$ cat src/rtl/i2c_target_wdt.sv
module i2c_target_wdt #(
  parameter logic [6:0]  DEV_ADDR    = 7'b0110010,
  parameter int unsigned TIMEOUT_CYC = 95_000_000,
  parameter int unsigned SYNC_STAGES = 2
) (
  input  logic       clk,
  input  logic       rst_n,
  input  logic       scl_i,
  input  logic       sda_i,
  output logic       sda_oe,
  output logic [7:0] reg_addr,
  output logic [7:0] reg_wdata,
  output logic       reg_we,
  input  logic [7:0] reg_rdata
);
  localparam int TW = $clog2(TIMEOUT_CYC + 1);

  typedef enum logic [2:0] {
    S_IDLE, S_ADDR, S_AACK, S_WBYTE, S_WACK, S_RBYTE, S_RACK, S_SKIP
  } state_t;

  state_t state;
  logic [SYNC_STAGES-1:0] scl_sh, sda_sh;
  logic scl_q, sda_q, scl_s, sda_s;
  logic start_det, stop_det, scl_rise, scl_fall, tmr_hit;
  logic [TW-1:0] tmr;
  logic [3:0] cnt;
  logic [7:0] sr;
  logic rw, ptr_set, mack;

  assign scl_s     = scl_sh[SYNC_STAGES-1];
  assign sda_s     = sda_sh[SYNC_STAGES-1];
  assign start_det = scl_s & scl_q & sda_q & ~sda_s;
  assign stop_det  = scl_s & scl_q & ~sda_q & sda_s;
  assign scl_rise  = scl_s & ~scl_q;
  assign scl_fall  = ~scl_s & scl_q;
  assign tmr_hit   = (state != S_IDLE) && (tmr == TW'(TIMEOUT_CYC - 1));

  always_ff @(posedge clk or negedge rst_n) begin
    if (!rst_n) begin
      scl_sh <= '1;
      sda_sh <= '1;
      scl_q  <= 1'b1;
      sda_q  <= 1'b1;
    end else begin
      scl_sh <= {scl_sh[SYNC_STAGES-2:0], scl_i};
      sda_sh <= {sda_sh[SYNC_STAGES-2:0], sda_i};
      scl_q  <= scl_s;
      sda_q  <= sda_s;
    end
  end

  always_ff @(posedge clk or negedge rst_n) begin
    if (!rst_n)                          tmr <= '0;
    else if (start_det || state == S_IDLE) tmr <= '0;
    else if (!tmr_hit)                   tmr <= tmr + 1'b1;
  end

  always_ff @(posedge clk or negedge rst_n) begin
    if (!rst_n) begin
      state     <= S_IDLE;
      cnt       <= '0;
      sr        <= '0;
      rw        <= 1'b0;
      ptr_set   <= 1'b0;
      mack      <= 1'b0;
      sda_oe    <= 1'b0;
      reg_addr  <= '0;
      reg_wdata <= '0;
      reg_we    <= 1'b0;
    end else begin
      reg_we <= 1'b0;
      if (reg_we) reg_addr <= reg_addr + 1'b1;
      if (start_det) begin
        state   <= S_ADDR;
        cnt     <= '0;
        sda_oe  <= 1'b0;
        ptr_set <= 1'b0;
      end else if (stop_det || tmr_hit) begin
        state  <= S_IDLE;
        sda_oe <= 1'b0;
      end else begin
        case (state)
          S_ADDR, S_WBYTE: begin
            if (scl_rise && cnt != 4'd8) begin
              sr  <= {sr[6:0], sda_s};
              cnt <= cnt + 1'b1;
            end else if (scl_fall && cnt == 4'd8) begin
              if (state == S_ADDR) begin
                if (sr[7:1] == DEV_ADDR) begin
                  state  <= S_AACK;
                  sda_oe <= 1'b1;
                  rw     <= sr[0];
                end else begin
                  state <= S_SKIP;
                end
              end else begin
                state   <= S_WACK;
                sda_oe  <= 1'b1;
                ptr_set <= 1'b1;
                if (!ptr_set) begin
                  reg_addr <= sr;
                end else begin
                  reg_we    <= 1'b1;
                  reg_wdata <= sr;
                end
              end
            end
          end
          S_AACK, S_WACK: begin
            if (scl_fall) begin
              cnt <= '0;
              if (state == S_AACK && rw) begin
                state  <= S_RBYTE;
                sr     <= reg_rdata;
                sda_oe <= ~reg_rdata[7];
              end else begin
                state  <= S_WBYTE;
                sda_oe <= 1'b0;
              end
            end
          end
          S_RBYTE: begin
            if (scl_rise) begin
              cnt <= cnt + 1'b1;
            end else if (scl_fall) begin
              if (cnt == 4'd8) begin
                state    <= S_RACK;
                sda_oe   <= 1'b0;
                reg_addr <= reg_addr + 1'b1;
              end else begin
                sr     <= {sr[6:0], 1'b0};
                sda_oe <= ~sr[6];
              end
            end
          end
          S_RACK: begin
            if (scl_rise) begin
              mack <= ~sda_s;
            end else if (scl_fall) begin
              if (mack) begin
                state  <= S_RBYTE;
                cnt    <= '0;
                sr     <= reg_rdata;
                sda_oe <= ~reg_rdata[7];
              end else begin
                state <= S_SKIP;
              end
            end
          end
          default: ;
        endcase
      end
    end
  end
endmodule

$ cat config.mk
export PLATFORM = sky130hd
export DESIGN_NAME = i2c_target_wdt
export DESIGN_NICKNAME = d
export VERILOG_FILES = /design/src/rtl/i2c_target_wdt.sv
export SDC_FILE = /design/constraint.sdc
export NUM_CORES = 1
export LEC_CHECK = 0
export ABC_CLOCK_PERIOD_IN_PS = 3800
export BUFFER_PORTS_ARGS = -buffer_cell sky130_fd_sc_hd__buf_2
export CAP_MARGIN = 10
export CORE_MARGIN = 5
export CORE_UTILIZATION = 50
export DETAILED_ROUTE_END_ITERATION = 12
export GPL_ROUTABILITY_DRIVEN = 0
export PLACE_DENSITY = 0.68
export SLEW_MARGIN = 20
export SYNTH_ARGS = -nofsm -noshare
export SYNTH_HDL_FRONTEND = slang
export SYNTH_SLANG_ARGS = --single-unit
$ cat constraint.sdc
create_clock -name clk -period 3.8 [get_ports clk]
set_clock_uncertainty 0.1 [all_clocks]
set_input_delay 0.76 -clock clk [delete_from_list [all_inputs] [get_ports clk]]
set_output_delay 0.76 -clock clk [all_outputs]
set_load 0.005 [all_outputs]
# Word-level counts from Yosys, hierarchy flattened
# Index checks and enable logic that the tools add are counted.
# classes
n_addsub,3
eq_ne,39
n_mux,75
bitwise,17
reduce_logical,23
# op_table
cell,count
$mux W8,19
$mux W27,2
$ne A4 B4 Y1 const B,10
$mux W3,13
$mux W4,8
$pmux W8 S4,1
$add A27 B1 Y27 const B,1
$eq A27 B27 Y1 const B,1
$mux W1,27
$ne A2 B2 Y1 const B,12
$ne A3 B3 Y1 const B,6
$pmux W4 S4,1
$pmux W8 S2,1
$reduce_and A7 Y1,2
$pmux W3 S4,1
$reduce_and A12 Y1,1
$not A1 Y1,10
$reduce_and A10 Y1,1
$eq A3 B3 Y1 const B,3
$reduce_and A9 Y1,1
$add A8 B1 Y8 const B,1
$reduce_and A8 Y1,1
$and A1 B1 Y1,7
$eq A7 B6 Y1 const B,1
other kinds (19),26
# word_totals
reg_bits,69
inputBits,12
out_inout_bits,18
elab_cells,172

# Depth between registers and ports, before layout
# Gate-level depths: netlist of run 1.
# depth
ltp_word,9
depth_mapped,8
ltp_nobuf,7

# Worst setup path after synthesis of run 1
# No wires, ideal clock.
# synth_path
kind,reg-to-reg
from,register tmr[0]
to,register sr[1]
setup_ns,0.125
arrival_ns,2.021
required_ns,3.575
path_slack_ns,1.554
path_stages_with_launch,8
period_less_slack_ns,2.246
path_cell_list,dfrtp_1 > ha_1 > buf_2 > nand3b_1 > or4_4 > o21a_1 > nand3_4 > mux2_2
# synth_via
elab_chain_cells,5
# synth_rtl
element,line,source
from (decl),26,logic [TW-1:0] tmr;
from (signal assigned),56,else if (!tmr_hit) tmr <= tmr + 1'b1;
$eq A27 B27 Y1,37,assign tmr_hit = (state != S_IDLE) && (tmr == TW'(TIMEOUT_CYC - 1));
$logic_and A1 B1 Y1,37,
$logic_or A1 B1 Y1,79,end else if (stop_det || tmr_hit) begin
$not A1 Y1 (no line),n/a,
$reduce_and A12 Y1 (no line),n/a,
to (signal assigned),86,"sr <= {sr[6:0], sda_s};"
to (signal assigned),115,sr <= reg_rdata;
to (signal assigned),132,"sr <= {sr[6:0], 1'b0};"
to (decl),28,logic [7:0] sr;
# Every way passes these cells.
# A chain may end at the register's enable or synchronous reset.

# Worst setup path in the final report of run 1
# layout_path
from,register tmr[0]
to,register cnt[0]
# layout_via
elab_chain_cells,5
# layout_rtl
element,line,source
$eq A27 B27 Y1,37,
$logic_and A1 B1 Y1,37,
$logic_or A1 B1 Y1,79,
$ne A2 B2 Y1 (no line),n/a,
$reduce_and A8 Y1 (no line),n/a,
to (signal assigned),87,cnt <= cnt + 1'b1;
to (signal assigned),125,cnt <= cnt + 1'b1;
to (decl),27,logic [3:0] cnt;
# Every way passes these cells.

==> results of run 1 <==
placed cells by master, fill, tap and decap left out, types with 4 or more instances in the layout:
| cell type | synthesis | routed |
|---|---|---|
| nor3_1 | 7 | 7 |
| a21oi_1 | 17 | 17 |
| o21ai_0 | 16 | 16 |
| nor2b_1 | 6 | 6 |
| nand2_1 | 24 | 24 |
| a31oi_1 | 5 | 5 |
| inv_1 | 9 | 9 |
| buf_2 | 3 | 29 |
| a22oi_1 | 9 | 9 |
| nor4_1 | 6 | 6 |
| nand3_1 | 13 | 13 |
| nor2_1 | 33 | 33 |
| dfstp_2 | 6 | 6 |
| o22ai_1 | 9 | 9 |
| nand4_1 | 8 | 8 |
| and4_1 | 4 | 4 |
| ha_1 | 4 | 4 |
| clkbuf_8 | 0 | 10 |
| xor2_1 | 11 | 11 |
| xnor2_1 | 20 | 20 |
| mux2_2 | 23 | 23 |
| or3_1 | 6 | 6 |
| dfrtp_1 | 63 | 63 |
where the power goes:
| part | switching, W | internal (W) | leakage (nW) |
|---|---|---|---|
| sequential | 0.000178 | 0.000849 | 0.907 |
| combinational | 0.000273 | 0.000251 | 0.774 |
| clock | 0.000272 | 0.000319 | 0.0964 |
metrics by stage:
step | power, W | hold WS (ps) | worst slack (ps) | std cells
finish | 0.00214 | 257 | 1280 | 505
detailed placement | 0.00156 | 248 | 1250 | 489
floorplan | 0.00141 | 245 | 1550 | 373
global placement | 0.00154 | 246 | 1410 | 489
global route | 0.00229 | 267 | 1030 | 505
CTS | 0.00216 | 258 | 1240 | 505
per-layer routing:
| metal | vias to the layer above | wire length, um | track usage [%] |
|---|---|---|---|
| met3 | 15 | 307 | 3.24 |
| met5 | - | 0 | 0 |
| met1 | 1436 | 4000 | 27.1 |
| li1 | 1429 | - | - |
| met2 | 66 | 3690 | 26.5 |
| met4 | 0 | 146 | 6.59 |
worst max-delay path by stage:
stage / startpoint / to / slack, ps / cells after the start
after floorplan: tmr[0] / sr[1] / 1550 / 7
after global placement: tmr[0] / reg_addr[0] / 1410 / 6
after detailed placement: tmr[0] / cnt[0] / 1250 / 6
after CTS: tmr[0] / cnt[0] / 1240 / 6
after global routing: tmr[0] / cnt[0] / 1030 / 6
final: tmr[0] / cnt[0] / 1280 / 6
cells by family (layout without fill, tap and decap cells):
group / count (synthesis) / in the layout / share of synthesized area (%)
AO/OA/AOI/OAI: 74 / 74 / 12.6
XOR/XNOR: 31 / 31 / 7.22
adder cells (fa/ha/maj): 4 / 4 / 1.33
buffers and inverters: 24 / 57 / 2.63
flip-flops: 69 / 69 / 46.1
multiplexers: 26 / 26 / 7.68
AND/OR/NAND/NOR: 145 / 145 / 22.4
sequential cells by signal, indices dropped and copies added, names as in the netlist, 2 cells and up:
signal,count
tmr,27
state,3
sr,8
reg_wdata,8
reg_addr,8
cnt,4
scl_sh,2
sda_sh,2
worst max-delay path, cell delays in order, from the launching register on:
cell	delay, ps
dfrtp_1	430
ha_1	330
nand3b_1	130
or4_4	540
nor2_1	500
o21ai_0	220
a21oi_1	180
cell type report:
class	count	area share (%)
Clock buffer	12	3.47
Clock inverter	4	1.14
Inverter	9	0.808
Multi-Input combinational cell	280	46.1
Sequential cell	69	41.5
Tap cell	99	2.96
Timing Repair Buffer	32	4.01
==> impl_metrics.ini, run 1 <==
[run_status]
status = completed

[finish]
finalNetCount = 417
fillers = 686
multi_input_area_mm2 = 0.00193
drive_above_1_share_pct = 21.4
stdcell_area_mm2 = 0.00418
finish.utilization_pct = 57.3
diodes = 0
area_growth_syn_to_layout_pct = 11.1
register_area_mm2 = 0.00173

[floorplanning]
dieArea_mm2 = 0.00936
die_w_um = 96.7
io_pins = 30
start_util_pct = 51.6
fp.coreArea_mm2 = 0.00729
die_y_um = 96.7
rows = 31

[min_path]
whs_path_depth = 0
hp-start = scl_sh[0]
hold_end = scl_sh[1]
hp-class = reg2reg

[logic_synthesis]
synth_nets = 389
ys_seq_area_share_pct = 46.1
synth_edf_count = 0
postSynthCellCount = 373
syn_area_mm2 = 0.00376
synthTopCellsByArea = dfrtp_1, mux2_2, xnor2_1
ys.flop_type = dfrtp_1
ys_types = 62
syn_avg_cell_area_um2 = 10.1
yosys_warnings = 0
ys_ff_latch = 69
synth-async-reset-ratio_pct = 100
yosysMostFrequentCell = dfrtp_1
synth_top_area_cell = dfrtp_1
yosys.area.top_type_share_pct = 41.9
netlist_top_cells_count = dfrtp_1, nor2_1, nand2_1, mux2_2, xnor2_1

[clock_tree]
post-cts-setup-buffers = 0
clk_path_buf_depth = 2
cts_made_buffers = 9
postCtsHoldBufs = 0
clock-sinks = 69
root_buffer = clkbuf_8
cts_tree = built
clk_pin_slew_worst_paths_ps = 70
clkLatencyLatePin_ps = 350
cts.htree.levels = 3
post_cts_resized = 0

[global_routing]
grt-ovfl-total = 0
track_usage_pct = 18.2
grt_pass1_vias = 2811
grt_max_degree = 34
grt_first_pass_wirelength_um = 14100
antenna_found_initial = 0

[drt]
via_count = 2946
wl_per_cell_um = 16.1
drc_errors = 0
avgViaCountPerCell = 5.83
dr.pass1.iters = 5
drt_iter0_markers = 217
drt_wl_total_um = 8150
drtAntennaViolNets = 0

[setup_path]
worstPathMaxFanout = 11
r2r_cells = 6
cp-end-kind = flip-flop
crit_type = reg2reg
startpoint_type = flip-flop
arrival_ps = 2680
r2r-end = cnt[0]
reg2reg_slack_ps = 1280
r2r-start = tmr[0]
worstPathRequired_ps = 3960

[timing]
period_share_pct = 66.3
maxSlewHeadroom_pct = 38.6
finalMaxSlewViolations = 0
final.setup.tns_ps = 0
report.final.hold_viol_count = 0
worst-slew-pin-transition_ps = 908
fin_crit_ps = 2520
fmax_ghz = 0.397
rsz0062_at_grt = no
finalSetupViolCount = 0

[power_and_ir_drop]
power_leakage_nw = 1.78
peakVddDrop_mv = 0.298
power_per_cell_area_mw_per_mm2 = 512

[place]
hpwl_um = 5840
portBuffers = 29
place_area_mm2 = 0.00399

[job]
drv_cap = 0
No activity file was read; power rests on OpenSTA's default activity.
==> run 2, diff against run 1 <==
- ABC_CLOCK_PERIOD_IN_PS: 3800 -> 2600
- clock period: 3.8 -> 2.6 ns (I/O delays scaled with it)
==> run 2 against run 1 <==
Compared with the run above: worst hold slack lost 180 ps; power grew 49%; fmax grew 6.5%; combinational power grew 60%; worst setup slack lost 1000 ps; sequential power grew 45%; count of clock-buffer cells in the layout shrank 1; cell count grew 2.2%; highest routed layer unchanged.
==> impl_metrics.ini, run 2 (synthesis gave the netlist of run 1 again) <==
[clock_tree]
cts_tree = built
postCtsHoldBufs = 0
post-cts-setup-buffers = 0
clkLatencyLatePin_ps = 350
clk_path_buf_depth = 2
clk_pin_slew_worst_paths_ps = 70
post_cts_resized = 0
root_buffer = clkbuf_8
cts.htree.levels = 3
cts_made_buffers = 9
clock-sinks = 69

[finish]
stdcell_area_mm2 = 0.00426
largest_register_ffs = 27
layout_commonest_cell = dfrtp_1
diodes = 0
fillers = 627
top_register = tmr
drive_above_1_share_pct = 23.7
final_cell_mix = dfrtp_1, nor2_1, buf_2
finalNetCount = 428
area_growth_syn_to_layout_pct = 13.3

[drt]
drtAntennaViolNets = 0
via_count = 3021
drt_wl_total_um = 8410
avgViaCountPerCell = 5.85
wl_per_cell_um = 16.3
drc_errors = 0
dr.pass1.iters = 4
drt_iter0_markers = 182

[setup_path]
crit_type = reg2reg
r2r-end = cnt[1]
crit_path_cell_trace = or2_0 > o2111ai_2 > nor2_1 > buf_4 > or4b_1 > a21oi_1
crit_slowest_cell = dfrtp_1
arrival_ps = 2530
worstPathMaxFanout = 13
worstPathRequired_ps = 2770
slowest_delay_ps = 520
startpoint_type = flip-flop
cp-end-kind = flip-flop
r2r_cells = 6
reg2reg_slack_ps = 240
r2r-start = state[1]

[floorplanning]
dieArea_mm2 = 0.00936
fp.coreArea_mm2 = 0.00729
die_y_um = 96.7
start_util_pct = 51.6
die_w_um = 96.7
io_pins = 30
rows = 31

[job]
drv_cap = 0

[timing]
rsz0062_at_grt = no
maxSlewHeadroom_pct = 61.6
fin_crit_ps = 2360
fmax_ghz = 0.423
report.final.hold_viol_count = 0
finalSetupViolCount = 0
worst-slew-pin-transition_ps = 574
final.setup.tns_ps = 0
finalMaxSlewViolations = 0
period_share_pct = 91.0

[global_routing]
grt-ovfl-total = 0
track_usage_pct = 18.8
antenna_found_initial = 0
grt_pass1_vias = 2836
grt_max_degree = 43
grt_first_pass_wirelength_um = 14500

[power_and_ir_drop]
power_leakage_nw = 1.84
power_per_cell_area_mw_per_mm2 = 747
peakVddDrop_mv = 0.437

[place]
place_area_mm2 = 0.00407
portBuffers = 29
hpwl_um = 6000

[min_path]
hp-class = in2async

[run_status]
status = completed
==> run 2: per-layer routing <==
layer | vias up | routed length [um] | GRT usage, %
met1 | 1491 | 4140 | 28.4
met4 | 0 | 82 | 6.37
met2 | 77 | 3800 | 26.4
li1 | 1445 | - | -
met5 | - | 0 | 0
met3 | 8 | 390 | 4.17
==> run 2: final cells by class <==
type	count	area, um2	area share, %
clock buffers	11	141	3.32
flip-flops and latches	69	1730	40.7
well taps	99	124	2.91
clock inverters	5	50.0	1.17
inverters	9	33.8	0.792
repair buffers	43	250	5.87
multi-input cells	280	1930	45.3
==> run 2: worst max-delay path, delay by kind of cell, from the launching register on <==
kind                   cells  cell delay, ps
flip-flops                 1             520
AO/OA/AOI/OAI              2             470
buffers and inverters      1             180
AND/OR/NAND/NOR            3            1020
==> run 2: metrics by stage <==
| step | util [%] | hold slack [ps] | instances | total power [W] | setup slack [ps] |
|---|---|---|---|---|---|
| after floorplan | - | 124 | 373 | 0.00206 | 354 |
| after global placement | 55.8 | 250 | 500 | 0.00232 | 274 |
| after detailed placement | 55.8 | 249 | 500 | 0.00234 | 272 |
| after CTS | 58.5 | 80.4 | 516 | 0.00321 | 254 |
| after global routing | 58.5 | 103 | 516 | 0.00340 | 95.6 |
| final | 58.5 | 72.7 | 516 | 0.00318 | 235 |
==> run 2: how the worst max path moves through the flow <==
stage | start | end | slack, ps | cells past startpoint
4_1_cts | state[1] | cnt[1] | 250 | 6
5_1_grt | state[1] | reg_addr[7] | 100 | 5
3_3_place_gp | state[1] | cnt[1] | 270 | 6
2_1_floorplan | tmr[0] | sr[1] | 350 | 7
3_5_place_dp | state[1] | cnt[1] | 270 | 6
6_report | state[1] | cnt[1] | 240 | 6
==> run 2: power breakdown <==
group          total (W)  switching, W  internal [W]
clock           0.000855      0.000393      0.000463
combinational   0.000837      0.000439      0.000398
sequential       0.00149      0.000251       0.00124
total            0.00318       0.00108       0.00210
==> run 3, diff against run 2 <==
- ABC_CLOCK_PERIOD_IN_PS: 2600 -> 2880
- CAP_MARGIN: 10 -> 20
- clock period: 2.6 -> 2.88 ns (I/O delays scaled with it)
==> run 3 against run 2 <==
Compared with the run above: register-to-register slack better by 200 ps; critical endpoint is now sr[2]; cell count shrank 1.7%; flip-flop and latch count did not move.
==> impl_metrics.ini, run 3 (synthesis gave the netlist of run 1 again) <==
[power_and_ir_drop]
power_switching_share_pct = 33.0
internal_power_w = 0.00194
power_leakage_nw = 1.80
power_frac_comb_pct = 24.9
power_per_cell_area_mw_per_mm2 = 687
total_power_w = 0.00290
switching_power_w = 0.000956
p_clk_share_pct = 28.7
peakVddDrop_mv = 0.491
pwr-share-seq_pct = 46.4

[setup_path]
cp-end-kind = flip-flop
arrival_ps = 2560
crit_path_cell_trace = ha_1 > nand3b_1 > or4_4 > o21a_1 > nand3_4 > mux2_2
crit_type = reg2reg
slowest_delay_ps = 540
crit_buf_inv = 0
crit_slowest_cell = or4_4
worstPathRequired_ps = 2990
crit_family = simple AND/OR/NAND/NOR gates
worstPathMaxFanout = 8
startpoint_type = flip-flop

[floorplanning]
fp.coreArea_mm2 = 0.00729
rows = 31
io_pins = 30
dieArea_mm2 = 0.00936
die_w_um = 96.7
die_y_um = 96.7
start_util_pct = 51.6

[global_routing]
grt-ovfl-total = 0
grt_max_degree = 70
antenna_found_initial = 0
grt_first_pass_wirelength_um = 14100
grt_pass1_vias = 2773
track_usage_pct = 18.2

[clock_tree]
root_buffer = clkbuf_8
postCtsHoldBufs = 0
cts_tree = built
post-cts-setup-buffers = 0
clock-sinks = 69
cts_made_buffers = 9
clk_path_buf_depth = 2
cts.htree.levels = 3
clkLatencyLatePin_ps = 340
post_cts_resized = 0
clk_pin_slew_worst_paths_ps = 80

[min_path]
hp-class = in2async

[timing]
fin_crit_ps = 2440
holdWs_ps = 140
final.setup.tns_ps = 0
finalMaxSlewViolations = 0
period_share_pct = 84.9
worst-slew-pin-transition_ps = 717
worst_slack_ps = 436
finalSetupViolCount = 0
maxSlewHeadroom_pct = 51.8
rsz0062_at_grt = no
fmax_ghz = 0.409
report.final.hold_viol_count = 0

[place]
portBuffers = 29
hpwl_um = 5760
place_ws_ps = 466

[finish]
finish.utilization_pct = 57.9
drive_above_1_share_pct = 21.8
diodes = 0
layout_commonest_cell = dfrtp_1
top_register = tmr
finalNetCount = 419
largest_register_ffs = 27
final_cell_mix = dfrtp_1, nor2_1, buf_2
area_growth_syn_to_layout_pct = 12.2

[drt]
avgViaCountPerCell = 5.84
via_count = 2960
drt_wl_total_um = 8170
dr.pass1.iters = 5
drc_errors = 0
drtAntennaViolNets = 0
drt_iter0_markers = 175
wl_per_cell_um = 16.1

[job]
drv_cap = 0

[run_status]
status = completed
==> run 3: final cells by class <==
cell class              count  area [um2]
clock inverters             5        75.1
repair buffers             34         195
clock buffers              11         131
multi-input cells         280        1930
flip-flops and latches     69        1730
inverters                   9        33.8
fillers                   670        3070
well taps                  99         124
==> run 3: power groups by stage <==
stage                     clock network (W)  registers [W]  logic [W]
final                              0.000833        0.00135   0.000722
after global routing               0.000897        0.00138   0.000810
after CTS                          0.000851        0.00134   0.000721
after detailed placement                  0        0.00136   0.000717
after global placement                    0        0.00135   0.000699
after floorplan                           0        0.00126   0.000599
==> run 3: metal layers <==
metal	vias up	track usage [%]	share of wire, %
met3	10	4.24	4.5
met2	84	26.1	43
li1	1426	-	-
met4	0	5.40	1.5
met5	-	0	0
met1	1440	27.4	51
==> run 3: final timing paths <==
check                               start   endpoint  slack [ps]  cells after the start
worst max register to register     tmr[0]      sr[2]         440                      6
worst max-delay path               tmr[0]      sr[2]         440                      6
worst min register to register  sda_sh[0]  sda_sh[1]         250                      0
worst min-delay path                rst_n    tmr[16]         140                      2
max in group asynchronous           rst_n  sda_sh[0]        2200                      2
min in group clk                    scl_i  scl_sh[0]         240                      1
==> run 3: stage by stage <==
stage	instance area (um2)	cells
finish	4220	507
global route	4220	507
CTS	4220	507
detailed placement	4020	491
global placement	4020	491
floorplan	3760	373
